===== src/rtl/irq_chain_pkg.sv =====
package irq_chain_pkg;
    typedef enum logic [1:0] {
        SLOT_IDLE = 2'd0,
        SLOT_PEND = 2'd1,
        SLOT_SERV = 2'd2
    } slot_state_t;
endpackage


===== src/rtl/irq_slot.sv =====
module irq_slot
    import irq_chain_pkg::*;
(
    input  logic clk,
    input  logic rst,
    input  logic req,
    input  logic ack,
    input  logic reti,
    input  logic ien,
    output logic ieo,
    output logic int_n,
    output logic claim
);
    slot_state_t state_q;
    slot_state_t state_d;

    always_ff @(posedge clk) begin
        if (rst) begin
            state_q <= SLOT_IDLE;
        end else begin
            state_q <= state_d;
        end
    end

    // transitions T_RAISE, T_TAKE, T_RETIRE
    always_comb begin
        state_d = state_q;
        unique case (state_q)
            SLOT_IDLE: if (req)         state_d = SLOT_PEND;
            SLOT_PEND: if (ack && ien)  state_d = SLOT_SERV;
            SLOT_SERV: if (reti && ien) state_d = SLOT_IDLE;
            default:                    state_d = SLOT_IDLE;
        endcase
    end

    always_comb begin
        ieo   = ien && (state_q == SLOT_IDLE);
        int_n = !(ien && (state_q == SLOT_PEND));
        claim = ack && ien && (state_q == SLOT_PEND);
    end

    // a request seen while idle raises pending
    a_r2_raise_pend: assert property (@(posedge clk) disable iff (rst)
        (state_q == SLOT_IDLE && req) |=> (state_q == SLOT_PEND));

    // a claim moves the slot into service
    a_r6_claim_serv: assert property (@(posedge clk) disable iff (rst)
        claim |=> (state_q == SLOT_SERV));

    // reti seen with enable-in high retires the service
    a_r8_reti_release: assert property (@(posedge clk) disable iff (rst)
        (state_q == SLOT_SERV && reti && ien) |=> ieo == $past(ien) || state_q == SLOT_IDLE);

    // service is kept (requests ignored) until retirement
    a_r10_serv_hold: assert property (@(posedge clk) disable iff (rst)
        (state_q == SLOT_SERV && !(reti && ien)) |=> (state_q == SLOT_SERV));
endmodule


===== src/rtl/irq_wired_and.sv =====
module irq_wired_and #(
    parameter int unsigned WIDTH = 4
) (
    input  logic [WIDTH-1:0] drv_n,
    output logic             line_n
);
    // open-drain outputs tied together: any low pulls the line low
    assign line_n = &drv_n;
endmodule


===== src/rtl/irq_claim_enc.sv =====
module irq_claim_enc #(
    parameter int unsigned NUM_SLOTS = 4,
    parameter int unsigned VEC_BASE  = 8'h10,
    parameter int unsigned VEC_STEP  = 8'h08,
    localparam int unsigned SLOT_W   = $clog2(NUM_SLOTS)
) (
    input  logic [NUM_SLOTS-1:0] claim,
    output logic                 valid,
    output logic [SLOT_W-1:0]    idx,
    output logic [7:0]           vector
);
    always_comb begin
        valid  = 1'b0;
        idx    = '0;
        vector = '0;
        for (int i = 0; i < NUM_SLOTS; i++) begin
            if (claim[i]) begin
                valid  = 1'b1;
                idx    = SLOT_W'(i);
                vector = 8'(VEC_BASE + i * VEC_STEP);
            end
        end
    end
endmodule


===== src/rtl/irq_daisy_chain.sv =====
module irq_daisy_chain #(
    parameter int unsigned NUM_SLOTS = 4,
    parameter int unsigned VEC_BASE  = 8'h10,
    parameter int unsigned VEC_STEP  = 8'h08,
    localparam int unsigned SLOT_W   = $clog2(NUM_SLOTS)
) (
    input  logic                 clk,
    input  logic                 rst,
    input  logic [NUM_SLOTS-1:0] irq_req,
    input  logic                 ack,
    input  logic                 reti,
    output logic                 irq_n,
    output logic [NUM_SLOTS-1:0] chain_ieo,
    output logic                 ack_valid,
    output logic [SLOT_W-1:0]    ack_slot,
    output logic [7:0]           ack_vector
);
    logic [NUM_SLOTS:0]   chain_en;
    logic [NUM_SLOTS-1:0] slot_int_n;
    logic [NUM_SLOTS-1:0] slot_claim;

    assign chain_en[0] = 1'b1;

    generate
        for (genvar g = 0; g < NUM_SLOTS; g++) begin : g_slot
            irq_slot u_slot (
                .clk   (clk),
                .rst   (rst),
                .req   (irq_req[g]),
                .ack   (ack),
                .reti  (reti),
                .ien   (chain_en[g]),
                .ieo   (chain_en[g+1]),
                .int_n (slot_int_n[g]),
                .claim (slot_claim[g])
            );
        end
    endgenerate

    irq_wired_and #(.WIDTH(NUM_SLOTS)) u_line (
        .drv_n  (slot_int_n),
        .line_n (irq_n)
    );

    irq_claim_enc #(
        .NUM_SLOTS (NUM_SLOTS),
        .VEC_BASE  (VEC_BASE),
        .VEC_STEP  (VEC_STEP)
    ) u_enc (
        .claim  (slot_claim),
        .valid  (ack_valid),
        .idx    (ack_slot),
        .vector (ack_vector)
    );

    assign chain_ieo = chain_en[NUM_SLOTS:1];

    // reset leaves the chain open and the line released
    a_r1_reset_idle: assert property (@(posedge clk)
        rst |=> (irq_n && (&chain_ieo) && !ack_valid));

    // a single claimant per acknowledge
    a_r11_one_claim: assert property (@(posedge clk) disable iff (rst)
        $onehot0(slot_claim));

    // an asserted request line always has a claimant on acknowledge
    a_r3_line_claim: assert property (@(posedge clk) disable iff (rst)
        (ack && !irq_n) |-> ack_valid);

    // a claimant's enable-out blocks everything below it
    a_r5_block_below: assert property (@(posedge clk) disable iff (rst)
        ack_valid |-> !chain_ieo[ack_slot]);
endmodule


===== config.mk =====
export PLATFORM = sky130hd
export DESIGN_NAME = irq_daisy_chain
export DESIGN_NICKNAME = d
export VERILOG_FILES = /design/src/rtl/irq_chain_pkg.sv /design/src/rtl/irq_slot.sv /design/src/rtl/irq_wired_and.sv /design/src/rtl/irq_claim_enc.sv /design/src/rtl/irq_daisy_chain.sv
export SDC_FILE = /design/constraint.sdc
export NUM_CORES = 1
export LEC_CHECK = 0
export ABC_AREA = 1
export BUFFER_PORTS_ARGS = -buffer_cell sky130_fd_sc_hd__buf_2
export CAP_MARGIN = 30
export CELL_PAD_IN_SITES_DETAIL_PLACEMENT = 1
export CELL_PAD_IN_SITES_GLOBAL_PLACEMENT = 1
export CORE_ASPECT_RATIO = 1.25
export CORE_MARGIN = 4
export CORE_UTILIZATION = 30
export DETAILED_ROUTE_END_ITERATION = 12
export GPL_TIMING_DRIVEN = 0
export MAX_ROUTING_LAYER = met4
export PLACE_DENSITY_LB_ADDON = 0.1
export REMOVE_ABC_BUFFERS = 1
export SLEW_MARGIN = 25
export SYNTH_ARGS = -nofsm -noshare
export SYNTH_HDL_FRONTEND = slang
export SYNTH_HIERARCHICAL = 1
export SYNTH_SLANG_ARGS = --single-unit

===== constraint.sdc =====
create_clock -name clk -period 3.1 [get_ports clk]
set_clock_uncertainty 0.2 [all_clocks]
set_input_delay 0.465 -clock clk [delete_from_list [all_inputs] [get_ports clk]]
set_output_delay 0.465 -clock clk [all_outputs]
set_load 0.02 [all_outputs]

# Yosys cells after proc, flatten, opt, wreduce, memory -nomap -nowiden

Index checks and enable logic that the tools add are counted.

Word-level logic and storage cells: 80
Register bits: 8
Input port bits: 8
Output and inout port bits: 16

Multiplexer cells: 27
Equal/unequal tests: 20
Reduce and logical (&&, ||, !) cells: 29

Operators with widths:

| kind                 | number |
|---|---|
| $mux W2              | 14 |
| $pmux W2 S3          | 4 |
| $ne A2 B2 Y1 const B | 9 |
| $logic_and A1 B1 Y1  | 16 |
| $mux W6              | 2 |
| $reduce_and A3 Y1    | 4 |
| $mux W5              | 2 |
| $eq A2 B1 Y1 const B | 4 |
| $eq A2 B2 Y1 const B | 4 |
| $logic_not A2 Y1     | 4 |
| $ne A2 B1 Y1 const B | 3 |
| $mux W1              | 5 |
| $logic_not A1 Y1     | 4 |
| $reduce_and A4 Y1    | 1 |

# Logic depth before layout (Yosys ltp)

Gate-level depths: netlist of the first run.

Depth in word-level cells: 6
Depth in mapped cells: 10
Depth with buffers taken out: 10

# Hierarchy

The synthesis of the first run kept the hierarchy.

By module, submodules not included:

| module          | times used | cells each | area each (um2) | seq. area each (um2) |
|---|---|---|---|---|
| irq_slot        | 4          | 17         | 121.4           | 40.0 |
| irq_claim_enc   | 1          | 17         | 97.6            | 0.0 |
| irq_wired_and   | 1          | 3          | 11.3            | 0.0 |
| irq_daisy_chain | 1          | 1          | 3.8             | 0.0 |

# Worst setup path before layout of the first run

Ideal clock, no wire load.

Path type: register to output
Start: register g_slot[0].u_slot.state_q[1]
End: output port ack_vector[3]
Slack: -0.997 ns
Stages on the path, launching flop included: 11
Arrival: 3.432 ns
Path buffers: 1
Data required time: 2.435 ns
Cells stage by stage: dfxtp_1 nor3b_1 nor3b_1 nor3b_1 nand2_1 inv_1 nand2_2 inv_1 inv_2 nand2_1 buf_4

Word-level cells in the longest chain between the ends: 6
Elaborated cells between the ends (all ways): 12
Classes of those cells: mux: 3; reduce/logical: 9

RTL lines:

| item                              | RTL line              | text |
|---|---|---|
| from (decl)                       | irq_slot.sv:14        | `slot_state_t state_q;` |
| from (signal assigned)            | irq_slot.sv:21        | `state_q <= state_d;` |
| $logic_not A2 Y1                  | irq_slot.sv:37        | `ieo = ien && (state_q == SLOT_IDLE);` |
| named net chain_ieo[0]            | irq_daisy_chain.sv:13 | `output logic [NUM_SLOTS-1:0] chain_ieo,` |
| $logic_and A1 B1 Y1               | irq_slot.sv:37        |  |
| named net chain_ieo[1]            | irq_daisy_chain.sv:13 |  |
| $logic_and A1 B1 Y1               | irq_slot.sv:37        |  |
| named net chain_ieo[2]            | irq_daisy_chain.sv:13 |  |
| $logic_and A1 B1 Y1 (2 in series) | irq_slot.sv:39        | `claim = ack && ien && (state_q == SLOT_PEND);` |
| named net slot_claim[3]           | irq_daisy_chain.sv:20 | `logic [NUM_SLOTS-1:0] slot_claim;` |
| $mux W6                           | irq_claim_enc.sv:17   | `if (claim[i]) begin` |
| to (decl)                         | irq_daisy_chain.sv:16 | `output logic [7:0] ack_vector` |

The timed path passes the listed nets, and every way through them passes these cells.

# Worst setup path in the final report of the first run

Start: register g_slot[0].u_slot.state_q[1]
End: output port ack_vector[4]

Word-level cells in the longest chain between the ends: 6
Elaborated cells between the ends (all ways): 15
Classes of those cells: eq/ne: 1; mux: 4; reduce/logical: 10

RTL lines:

| item                              | RTL line |
|---|---|
| $logic_not A2 Y1                  | irq_slot.sv:37 |
| $logic_and A1 B1 Y1 (2 in series) | irq_slot.sv:37 |
| $logic_and A1 B1 Y1 (2 in series) | irq_slot.sv:39 |
| named net slot_claim[3]           | irq_daisy_chain.sv:20 |
| $mux W6                           | irq_claim_enc.sv:17 |

The timed path passes the listed nets, and every way through them passes these cells.

==> results of run 1 <==
## metrics by stage
step	power, W	area, um2
after CTS	0.000300	723
after global placement	0.000214	686
after global routing	0.000323	736
after floorplan	0.000187	572
final	0.000299	736
after detailed placement	0.000216	686
## path summary, 6_finish.rpt
check	from	slack (ns)	endpoint
max reg2reg	g_slot[0].u_slot/state_q[1]	1.14	g_slot[3].u_slot/state_q[1]
min	irq_req[0]	0.27	g_slot[0].u_slot/state_q[0]
max	g_slot[0].u_slot/state_q[1]	0.21	ack_vector[4]
min reg2reg	g_slot[3].u_slot/state_q[1]	0.38	g_slot[3].u_slot/state_q[1]
## metal layers
layer	routed length (um)	up-vias	GRT usage (%)
met5	0	-	-
met4	13	0	4.62
met3	86	2	2.80
met2	774	14	19.5
met1	594	262	13.5
li1	-	299	-
## worst max-delay path, cell delays in order (launching register included)
cell                      delay (ns)
sky130_fd_sc_hd__dfxtp_1        0.36
sky130_fd_sc_hd__nor3b_2        0.34
sky130_fd_sc_hd__nor3b_4        0.34
sky130_fd_sc_hd__nor3b_4        0.31
sky130_fd_sc_hd__nand2_1        0.10
sky130_fd_sc_hd__inv_1          0.07
sky130_fd_sc_hd__nand2_2        0.06
sky130_fd_sc_hd__inv_1          0.08
sky130_fd_sc_hd__inv_2          0.04
sky130_fd_sc_hd__nand2_2        0.07
sky130_fd_sc_hd__nor2_2         0.03
sky130_fd_sc_hd__buf_2          0.15
## power groups by stage
stage                     Sequential, W  Combinational (W)  Clock (W)
after floorplan                0.000117          0.0000694          0
after global placement         0.000118          0.0000953          0
after detailed placement       0.000118          0.0000972          0
after CTS                      0.000117          0.0000987  0.0000842
after global routing           0.000119           0.000111  0.0000919
final                          0.000118           0.000100  0.0000805
## synthesized netlist by cell type (all sizes together)
cell / instances / share of area [%]
a21oi: 8 / 12
buf: 7 / 8.8
conb: 2 / 1.3
dfxtp: 8 / 27
inv: 14 / 8.8
nand2: 30 / 21
nand3: 4 / 3.3
nor2: 12 / 13
nor3b: 4 / 5.0
## final cells by class
| class | count | area [um2] | area share (%) |
|---|---|---|---|
| clock buffers | 3 | 22.5 | 3.06 |
| inverters | 14 | 52.6 | 7.14 |
| multi-input cells | 67 | 387 | 52.6 |
| flip-flops and latches | 8 | 160 | 21.8 |
| well taps | 19 | 23.8 | 3.23 |
| repair buffers | 18 | 90.1 | 12.2 |
## what timing repair did
item,in CTS,in global routing
hold buffers,0,0
gates resized for setup,3,2
cloned,0,0
buffers inserted,0,0
setup endpoints to repair,8,6
## cells by family (layout without fill, tap and decap cells)
| kind of cell | count (synthesis) | in the layout |
|---|---|---|
| flip-flops | 8 | 8 |
| AND/OR/NAND/NOR | 50 | 50 |
| buffers and inverters | 21 | 35 |
| AO/OA/AOI/OAI | 8 | 8 |
| other | 2 | 9 |
==> impl_summary.log, run 1 <==
[metrics] I/O pin count: 24
[metrics] Remaining DRCs: 0
[metrics] top fanout value on the critical path: 5
[metrics] ratio of final minimum period to clock period: 93.1%
[metrics] simple-gate portion of the synthesized area: 42.7%
[metrics] compound-cell area share of the yosys netlist: 11.7%
[metrics] iteration-0 DRC count of the detailed router: 2
[metrics] non-filler instance count after layout: 129
[metrics] die boundary height: 57.9 um
[metrics] net switching component of the power: 0.000110 W
[metrics] RSZ-0062 raised after global routing: no
[metrics] data arrival time at the worst-slack endpoint: 2.22 ns
[metrics] largest net degree at the start of global routing: 9
[metrics] leakage power summed over all cells: 0.408 nW
[metrics] highest clock frequency the design can meet: 347 MHz
[metrics] final count of pins violating max slew: 0
[metrics] most common cell after layout, fill and taps aside: sky130_fd_sc_hd__nand2_1
[metrics] Post-DP HPWL: 1150 um
[metrics] post-synthesis register bit count: 8
[metrics] share of synthesized cell area in full adder, half adder and majority cells: 0%
[metrics] placed insts: 126
[metrics] count of cell types in the netlist: 13
[metrics] fraction of layout instances using a drive strength above 1: 44.5%
[metrics] share of power burned in the clock network: 26.9%
[metrics] cell count of the worst reg-to-reg path: 7
[metrics] critical path required time: 2.43 ns
[metrics] Hold Fails Final Rpt: 0
[metrics] worst setup slack before clock tree synthesis: -0.111 ns
[metrics] cell depth of the worst hold path: 3
[metrics] number of rows in the core area: 17
[metrics] Die ar.: 0.00278 mm2
[metrics] maximum level of the CTS H-tree: 1
[metrics] Biggest register: g_slot.u_slot/state_q
[metrics] wire length per cell after detailed routing: 11.4 um
[metrics] signed area change from the synthesized netlist to the final layout: 23.0%
[metrics] Worst Path Class, Setup: reg2out
[metrics] synthesized-area fraction occupied by xor and xnor cells: 0%
[metrics] commonest non-fill, non-tap cells in the layout: sky130_fd_sc_hd__nand2_1 (25), sky130_fd_sc_hd__buf_2 (18), sky130_fd_sc_hd__conb_1 (9)
[metrics] total vias in the final route: 577
[metrics] CTS Buf Count: 3
[metrics] max reg flops: 8
[metrics] core occupancy in the finished layout: 40.2%
[metrics] number of clock sinks seen by CTS: 8
[metrics] fraction of synthesized area in multiplexers: 0%
[metrics] fraction of power consumed by sequential logic: 39.6%
[metrics] clock latency on the worst-skew pair: 0.25 ns
[metrics] Worst Hold Class: in2reg
[metrics] worst-case clock buffer depth: 2
[metrics] first-pass iteration count of the detailed router: 2
[metrics] cell internal pwr: 0.000189 W
[metrics] final number of setup-violating endpoints: 0
[metrics] netlist area before placement: 598 um2
[metrics] synthesized area per cell: 6.72 um2
[metrics] n_diodes: 0
[metrics] critical path startpoint category: flop
[metrics] total global-route track usage: 11.9%
[metrics] portion of the post-synthesis area used by sequential elements: 26.8%
[metrics] core area: 0.00183 mm2
[metrics] worst hold margin: 0.275 ns
[metrics] total wire length after detailed routing: 1470 um
[metrics] Max IR drop VDD: 0.000243 V
[metrics] total grt overflow: 0
[metrics] status: completed
[metrics] clock slew at reported path FFs: 0.06 ns
[metrics] root buffer cell: sky130_fd_sc_hd__clkbuf_4
[metrics] Pwr per Cell Area: 407 mW/mm2
[metrics] effective utilization at floorplan: 32.7%
[metrics] final setup slack of the worst path: 0.215 ns
[metrics] antenna violations before repair: 0
[metrics] Mapped Cells: 89
[metrics] sum of negative setup slack: 0 ns
[metrics] Post-layout nets: 120
[metrics] critical path capture point type: primary output
[metrics] combinational share of power: 33.5%
[metrics] I/O Buffers: 18
[metrics] combinational family with the most area after synthesis: simple AND/OR/NAND/NOR gates
[metrics] Switching Fraction: 36.8%
[metrics] post-layout minimum cycle time: 2.89 ns
[metrics] total of warnings raised by yosys: 6
[metrics] DIE WIDTH: 47.9 um
[metrics] vias in the first global route: 567
[metrics] number of inserted filler cells in the final layout: 257
[metrics] wire length of the first global-routing pass: 2320 um
[metrics] RePlAce Congestion: 0.743
[metrics] registers with the most flip-flops: g_slot.u_slot/state_q x8
[metrics] routed via count divided by cell count: 4.47
[metrics] MaxCap Viol Count: 0
[metrics] Post-DRT Antenna Nets: 0
[metrics] CTS tree: yes
Note: power is estimated with default switching activity, not from simulation.
==> inputs of run 2 (changes only) <==
--- a/config.mk
+++ b/config.mk
@@ -5,18 +5,16 @@
 export SDC_FILE = /design/constraint.sdc
 export NUM_CORES = 1
 export LEC_CHECK = 0
-export ABC_AREA = 1
+export ABC_AREA = 0
 export BUFFER_PORTS_ARGS = -buffer_cell sky130_fd_sc_hd__buf_2
 export CAP_MARGIN = 30
-export CELL_PAD_IN_SITES_DETAIL_PLACEMENT = 1
-export CELL_PAD_IN_SITES_GLOBAL_PLACEMENT = 1
 export CORE_ASPECT_RATIO = 1.25
 export CORE_MARGIN = 4
 export CORE_UTILIZATION = 30
+export CTS_CLUSTER_SIZE = 16
 export DETAILED_ROUTE_END_ITERATION = 12
 export GPL_TIMING_DRIVEN = 0
 export MAX_ROUTING_LAYER = met4
-export PLACE_DENSITY_LB_ADDON = 0.1
 export REMOVE_ABC_BUFFERS = 1
 export SLEW_MARGIN = 25
 export SYNTH_ARGS = -nofsm -noshare
==> run 2 against run 1 <==
  * Total power fell by 8.4%
  * Wire length down 22%
  * Worst setup slack got worse by 0.0022 ns
  * Sequential power hardly changed
  * Core utilization up 1.6 points
  * Largest power group unchanged
  * Combinational power decreased by 23%
  * Final area is 9.0% lower
  * Critical endpoint is now ack_valid
==> impl_summary.log, run 2 <==
[metrics] status: completed
[metrics] number of inserted filler cells in the final layout: 186
[metrics] data arrival time at the worst-slack endpoint: 2.22 ns
[metrics] Post-DRT Antenna Nets: 0
[metrics] Remaining DRCs: 0
[metrics] total global-route track usage: 11.1%
[metrics] critical path required time: 2.43 ns
[metrics] RSZ-0062 raised after global routing: no
[metrics] total grt overflow: 0
[metrics] total of warnings raised by yosys: 6
[metrics] wire length per cell after detailed routing: 11.0 um
[metrics] core area: 0.00160 mm2
[metrics] total vias in the final route: 512
[metrics] dominant cell by count in the synthesized netlist: sky130_fd_sc_hd__dfxtp_1
[metrics] critical path capture point type: primary output
[metrics] synthesized area per cell: 8.05 um2
[metrics] post-synthesis register bit count: 8
[metrics] most instantiated cells after synthesis: sky130_fd_sc_hd__dfxtp_1 (8), sky130_fd_sc_hd__buf_4 (7), sky130_fd_sc_hd__nor2_1 (6), sky130_fd_sc_hd__inv_1 (5)
[metrics] Die ar.: 0.00245 mm2
[metrics] Post-DP HPWL: 885 um
[metrics] share of the synthesized area in the top cell type: 31.1%
[metrics] Biggest register: g_slot.u_slot/state_q
[metrics] first-pass iteration count of the detailed router: 4
[metrics] worst-case clock buffer depth: 2
[metrics] sum of negative setup slack: 0 ns
[metrics] number of rows in the core area: 16
[metrics] Mapped Cells: 64
[metrics] clock latency on the worst-skew pair: 0.25 ns
[metrics] most common cell after layout, fill and taps aside: sky130_fd_sc_hd__buf_2
[metrics] effective utilization at floorplan: 32.2%
[metrics] count of cell types in the netlist: 17
[metrics] most area-consuming cells after synthesis: sky130_fd_sc_hd__dfxtp_1 (31%), sky130_fd_sc_hd__and4b_4 (11%), sky130_fd_sc_hd__buf_4 (10%)
[metrics] non-filler instance count after layout: 105
[metrics] top fanout value on the critical path: 6
[metrics] Synth Flop Type: sky130_fd_sc_hd__dfxtp_1
[metrics] vias in the first global route: 454
[metrics] DIE WIDTH: 45.1 um
[metrics] portion of the post-synthesis area used by sequential elements: 31.1%
[metrics] final count of pins violating max slew: 0
[metrics] number of synthesized flops with an enable pin: 0
[metrics] largest net degree at the start of global routing: 9
[metrics] highest clock frequency the design can meet: 346 MHz
[metrics] die boundary height: 54.3 um
[metrics] Post-layout nets: 97
[metrics] routed via count divided by cell count: 4.88
[metrics] Pwr per Cell Area: 409 mW/mm2
[metrics] maximum level of the CTS H-tree: 1
[metrics] iteration-0 DRC count of the detailed router: 10
[metrics] CTS tree: yes
[metrics] number of clock sinks seen by CTS: 8
[metrics] fraction of layout instances using a drive strength above 1: 35.6%
[metrics] root buffer cell: sky130_fd_sc_hd__clkbuf_4
[metrics] registers with the most flip-flops: g_slot.u_slot/state_q x8
[metrics] placed insts: 101
[metrics] I/O pin count: 24
[metrics] library cell occupying the most area in the post-synthesis netlist: sky130_fd_sc_hd__dfxtp_1
[metrics] ratio of final minimum period to clock period: 93.1%
[metrics] RePlAce Congestion: 0.760
[metrics] netlist area before placement: 515 um2
[metrics] signed area change from the synthesized netlist to the final layout: 29.9%
[metrics] clock slew at reported path FFs: 0.05 ns
[metrics] I/O Buffers: 18
[metrics] Post-CTS Hold Fix Bufs: 0
[metrics] commonest non-fill, non-tap cells in the layout: sky130_fd_sc_hd__buf_2 (18), sky130_fd_sc_hd__conb_1 (10), sky130_fd_sc_hd__dfxtp_1 (8), sky130_fd_sc_hd__nor2_1 (6), sky130_fd_sc_hd__inv_1 (5)
[metrics] total wire length after detailed routing: 1150 um
[metrics] leakage power summed over all cells: 0.309 nW
[metrics] max reg flops: 8
[metrics] MaxCap Viol Count: 0
[metrics] Worst Hold Class: in2reg
[metrics] n_diodes: 0
[metrics] Hold Fails Final Rpt: 0
[metrics] asr flop ratio synth: 0%
[metrics] wire length of the first global-routing pass: 1940 um
[metrics] final number of setup-violating endpoints: 0
[metrics] Worst Path Class, Setup: reg2out
[metrics] Max IR drop VDD: 0.000224 V
[metrics] post-layout minimum cycle time: 2.89 ns
[metrics] CTS Buf Count: 3
[metrics] critical path startpoint category: flop
[metrics] antenna violations before repair: 0
run 2: cells by family (layout without fill, tap and decap cells):
kind of cell    count (synthesis)  after routing  share of synthesized area (%)
buf+inv                        12             27                           13.8
other cells                     2             10                           1.46
flops                           8              8                           31.1
compound gates                  9              9                           10.2
simple gates                   33             33                           43.4
run 2: final cells by class:
class                           count  area (um2)  area share, %
Sequential cell                     8         160           23.9
Multi-Input combinational cell     52         348           52.0
Timing Repair Buffer               19        97.6           14.6
Clock buffer                        3        22.5           3.36
Inverter                            5        18.8           2.80
Tap cell                           18        22.5           3.36
run 2: worst paths after layout:
check | start | to | slack (ns) | cells past startpoint
setup reg to reg | g_slot[0].u_slot/state_q[0] | g_slot[3].u_slot/state_q[1] | 1.11 | 6
hold reg to reg | g_slot[3].u_slot/state_q[1] | g_slot[3].u_slot/state_q[0] | 0.30 | 1
setup / recovery | g_slot[0].u_slot/state_q[0] | ack_valid | 0.21 | 7
hold / removal | rst | g_slot[1].u_slot/state_q[1] | 0.29 | 2
run 2: stage by stage:
| stage | area [um2] | power (W) | setup WS (ns) | utilization [%] | hold slack [ns] |
|---|---|---|---|---|---|
| 2_1_floorplan | 493 | 0.000166 | -1.16 | - | 0.250 |
| 3_3_place_gp | 606 | 0.000188 | -0.275 | 37.8 | 0.273 |
| 5_1_grt | 669 | 0.000293 | 0.0321 | 41.8 | 0.299 |
| 4_1_cts | 649 | 0.000272 | 0.0503 | 40.5 | 0.292 |
| 3_5_place_dp | 606 | 0.000190 | -0.324 | 37.8 | 0.283 |
| 6_report | 669 | 0.000274 | 0.212 | 41.8 | 0.293 |
run 2: critical path: stages, from the launching register on:
cell,delay [ns]
sky130_fd_sc_hd__dfxtp_1,0.37
sky130_fd_sc_hd__nor3b_4,0.31
sky130_fd_sc_hd__nor3b_4,0.28
sky130_fd_sc_hd__nor3b_4,0.33
sky130_fd_sc_hd__and4b_4,0.30
sky130_fd_sc_hd__or2_4,0.13
sky130_fd_sc_hd__nand2b_4,0.10
sky130_fd_sc_hd__buf_2,0.15
run 2: per-layer routing:
metal / vias up / wire (um) / global-route usage [%] / share of wire, %
met2: 26 / 529 / 16.5 / 46
met4: 0 / 0 / 7.32 / 0
met1: 230 / 520 / 13.7 / 45
li1: 256 / - / - / -
met5: - / 0 / - / 0
met3: 0 / 102 / 1.97 / 8.9
run 2: repair_timing:
item,4_1_cts,5_1_grt
resized for setup,4,2
endpoints found under the setup margin,9,6
hold endpoints to repair,0,0
pin swaps,0,0
buffers inserted,0,1
run 2: where the power goes:
| part | leakage [nW] | internal, W | switching [W] | total (W) |
|---|---|---|---|---|
| clock | 0.0138 | 0.0000442 | 0.0000335 | 0.0000777 |
| combinational | 0.229 | 0.0000320 | 0.0000451 | 0.0000771 |
| sequential | 0.0659 | 0.000109 | 0.0000102 | 0.000119 |
| total | 0.309 | 0.000185 | 0.0000889 | 0.000274 |
==> inputs of run 3 (changes only) <==
--- a/config.mk
+++ b/config.mk
@@ -8,7 +8,6 @@
 export ABC_AREA = 0
 export BUFFER_PORTS_ARGS = -buffer_cell sky130_fd_sc_hd__buf_2
 export CAP_MARGIN = 30
-export CORE_ASPECT_RATIO = 1.25
 export CORE_MARGIN = 4
 export CORE_UTILIZATION = 30
 export CTS_CLUSTER_SIZE = 16
==> run 3 against run 2 <==
  * First-iteration DRC count stayed put
  * Global-route usage shrank 1.6 points
  * Final cell count down 1.9%
  * Die area is 0.18% lower
  * Sequential share of layout area up 0.090 points
  * Register-to-register slack about the same
  * Non-clock buffer count unchanged
  * Sequential cell count stayed put
  * Combinational power hardly changed
  * Clock-buffer cell count unchanged
  * Maximum frequency down 0.75%
  * Worst setup slack worse by 0.022 ns
  * Largest power group unchanged
==> impl_summary.log, run 3 (synthesis gave the netlist of run 2 again) <==
[metrics] total vias in the final route: 504
[metrics] ratio of final minimum period to clock period: 93.8%
[metrics] Post-DRT Antenna Nets: 0
[metrics] leakage power summed over all cells: 0.309 nW
[metrics] number of rows in the core area: 14
[metrics] cell internal pwr: 0.000185 W
[metrics] worst-case clock buffer depth: 2
[metrics] Pwr per Cell Area: 410 mW/mm2
[metrics] area taken by flip-flops and latches: 160 um2
[metrics] fraction of layout instances using a drive strength above 1: 35.6%
[metrics] fraction of power consumed by sequential logic: 43.6%
[metrics] DIE WIDTH: 49.5 um
[metrics] cell area after layout: 667 um2
[metrics] Biggest register: g_slot.u_slot/state_q
[metrics] largest net degree at the start of global routing: 9
[metrics] status: completed
[metrics] effective utilization at floorplan: 33.1%
[metrics] I/O Buffers: 18
[metrics] RePlAce Congestion: 0.733
[metrics] Die ar.: 0.00245 mm2
[metrics] clock slew at reported path FFs: 0.05 ns
[metrics] total global-route track usage: 9.53%
[metrics] Post-CTS Hold Fix Bufs: 0
[metrics] final number of setup-violating endpoints: 0
[metrics] critical path startpoint category: flop
[metrics] endpoint of the worst-slack reg-to-reg timing path: g_slot[3].u_slot/state_q[1]
[metrics] registers with the most flip-flops: g_slot.u_slot/state_q x8
[metrics] cell count of the worst reg-to-reg path: 6
[metrics] final count of pins violating max slew: 0
[metrics] cell area after placement: 603 um2
[metrics] worst setup slack before clock tree synthesis: -0.318 ns
[metrics] startpoint of the most critical register-to-register path: g_slot[0].u_slot/state_q[0]
[metrics] I/O pin count: 24
[metrics] net switching component of the power: 0.0000885 W
[metrics] Max IR drop VDD: 0.000213 V
[metrics] Worst setup endpoint: ack_valid
[metrics] iteration-0 DRC count of the detailed router: 10
[metrics] vias in the first global route: 381
[metrics] Worst Path Class, Setup: reg2out
[metrics] share of power burned in the clock network: 28.3%
[metrics] Switching Fraction: 32.3%
[metrics] total grt overflow: 0
[metrics] highest clock frequency the design can meet: 344 MHz
[metrics] post-layout minimum cycle time: 2.91 ns
[metrics] minimum setup slack among reg-to-reg paths: 1.11 ns
[metrics] signed area change from the synthesized netlist to the final layout: 29.4%
[metrics] wire length of the first global-routing pass: 1710 um
[metrics] core area: 0.00156 mm2
[metrics] root buffer cell: sky130_fd_sc_hd__clkbuf_4
[metrics] Post-DP HPWL: 863 um
[metrics] wire length per cell after detailed routing: 11.2 um
[metrics] number of inserted filler cells in the final layout: 156
[metrics] total wire length after detailed routing: 1160 um
[metrics] maximum level of the CTS H-tree: 1
[metrics] max reg flops: 8
[metrics] antenna violations before repair: 0
[metrics] Worst Hold Class: in2reg
[metrics] first-pass iteration count of the detailed router: 4
[metrics] top fanout value on the critical path: 6
[metrics] Post-layout nets: 97
[metrics] critical path required time: 2.43 ns
[metrics] start point of the critical path: g_slot[0].u_slot/state_q[0]
[metrics] number of clock sinks seen by CTS: 8
[metrics] n_diodes: 0
[metrics] data arrival time at the worst-slack endpoint: 2.24 ns
[metrics] Remaining DRCs: 0
[metrics] total area of multi-input combinational cells: 348 um2
[metrics] RSZ-0062 raised after global routing: no
[metrics] most common cell after layout, fill and taps aside: sky130_fd_sc_hd__buf_2
[metrics] total power: 0.000274 W
[metrics] MaxCap Viol Count: 0
[metrics] combinational share of power: 28.1%
[metrics] final setup slack of the worst path: 0.191 ns
[metrics] die boundary height: 49.5 um
[metrics] CTS Buf Count: 3
[metrics] Hold Fails Final Rpt: 0
[metrics] commonest non-fill, non-tap cells in the layout: sky130_fd_sc_hd__buf_2 (18), sky130_fd_sc_hd__conb_1 (10), sky130_fd_sc_hd__dfxtp_1 (8), sky130_fd_sc_hd__nor2_1 (6), sky130_fd_sc_hd__inv_1 (5)
[metrics] CTS tree: yes
[metrics] routed via count divided by cell count: 4.89
[metrics] clock latency on the worst-skew pair: 0.25 ns
[metrics] critical path capture point type: primary output
## run 3: cell counts in the layout (fill, tap and decap cells not counted)
Identical to the previous run, type by type.
## run 3: worst min-delay path by stage
stage | endpoint | startpoint | slack [ns] | depth (start not counted)
2_1_floorplan | g_slot[0].u_slot/state_q[0] | g_slot[0].u_slot/state_q[1] | 0.25 | 1
3_3_place_gp | g_slot[1].u_slot/state_q[0] | g_slot[1].u_slot/state_q[1] | 0.27 | 1
3_5_place_dp | g_slot[1].u_slot/state_q[0] | g_slot[1].u_slot/state_q[1] | 0.28 | 1
4_1_cts | g_slot[2].u_slot/state_q[1] | rst | 0.29 | 2
5_1_grt | g_slot[2].u_slot/state_q[0] | rst | 0.31 | 2
6_report | g_slot[2].u_slot/state_q[1] | rst | 0.29 | 2
## run 3: stage by stage
stage                     hold slack (ns)  util, %  TNS, ns  std cells
after global routing                0.311     42.8        0        103
after floorplan                     0.250        -    -9.44         65
after global placement              0.273     38.7    -1.21         99
after CTS                           0.295     41.1        0        102
after detailed placement            0.283     38.7    -1.43         99
final                               0.292     42.8        0        103
## run 3: power by group through the flow
| stage | sequential (W) | combinational [W] | clock (W) |
|---|---|---|---|
| floorplan | 0.000117 | 0.0000486 | 0 |
| global placement | 0.000119 | 0.0000700 | 0 |
| detailed placement | 0.000119 | 0.0000704 | 0 |
| CTS | 0.000118 | 0.0000719 | 0.0000796 |
| global route | 0.000121 | 0.0000845 | 0.0000859 |
| finish | 0.000119 | 0.0000768 | 0.0000776 |
## run 3: routing by layer
metal / up-vias / wire [um] / track usage [%]
met5: - / 0 / -
met4: 0 / 29 / 6.91
met1: 224 / 561 / 13.4
met2: 20 / 490 / 11.6
met3: 4 / 76 / 2.11
li1: 256 / - / -
## run 3: critical path, cell delays in order (launching register included)
cell and delay (ns):
sky130_fd_sc_hd__dfxtp_1 0.37, sky130_fd_sc_hd__nor3b_4 0.31, sky130_fd_sc_hd__nor3b_4 0.31, sky130_fd_sc_hd__nor3b_4 0.32, sky130_fd_sc_hd__and4b_4 0.29, sky130_fd_sc_hd__or2_4 0.13, sky130_fd_sc_hd__nand2b_4 0.11, sky130_fd_sc_hd__buf_2 0.15
## run 3: what timing repair did
action,CTS,global route
setup endpoints to repair,9,6
gates resized for setup,3,3
buffers inserted,0,1
pin swaps,0,0
hold endpoints to repair,0,0
## run 3: cell type report
class	instances	area share, %
timing repair buffer	19	14.6
multi-input combinational	52	52.2
tap	16	3.00
clock buffer	3	3.38
sequential	8	24.0
inverter	5	2.81
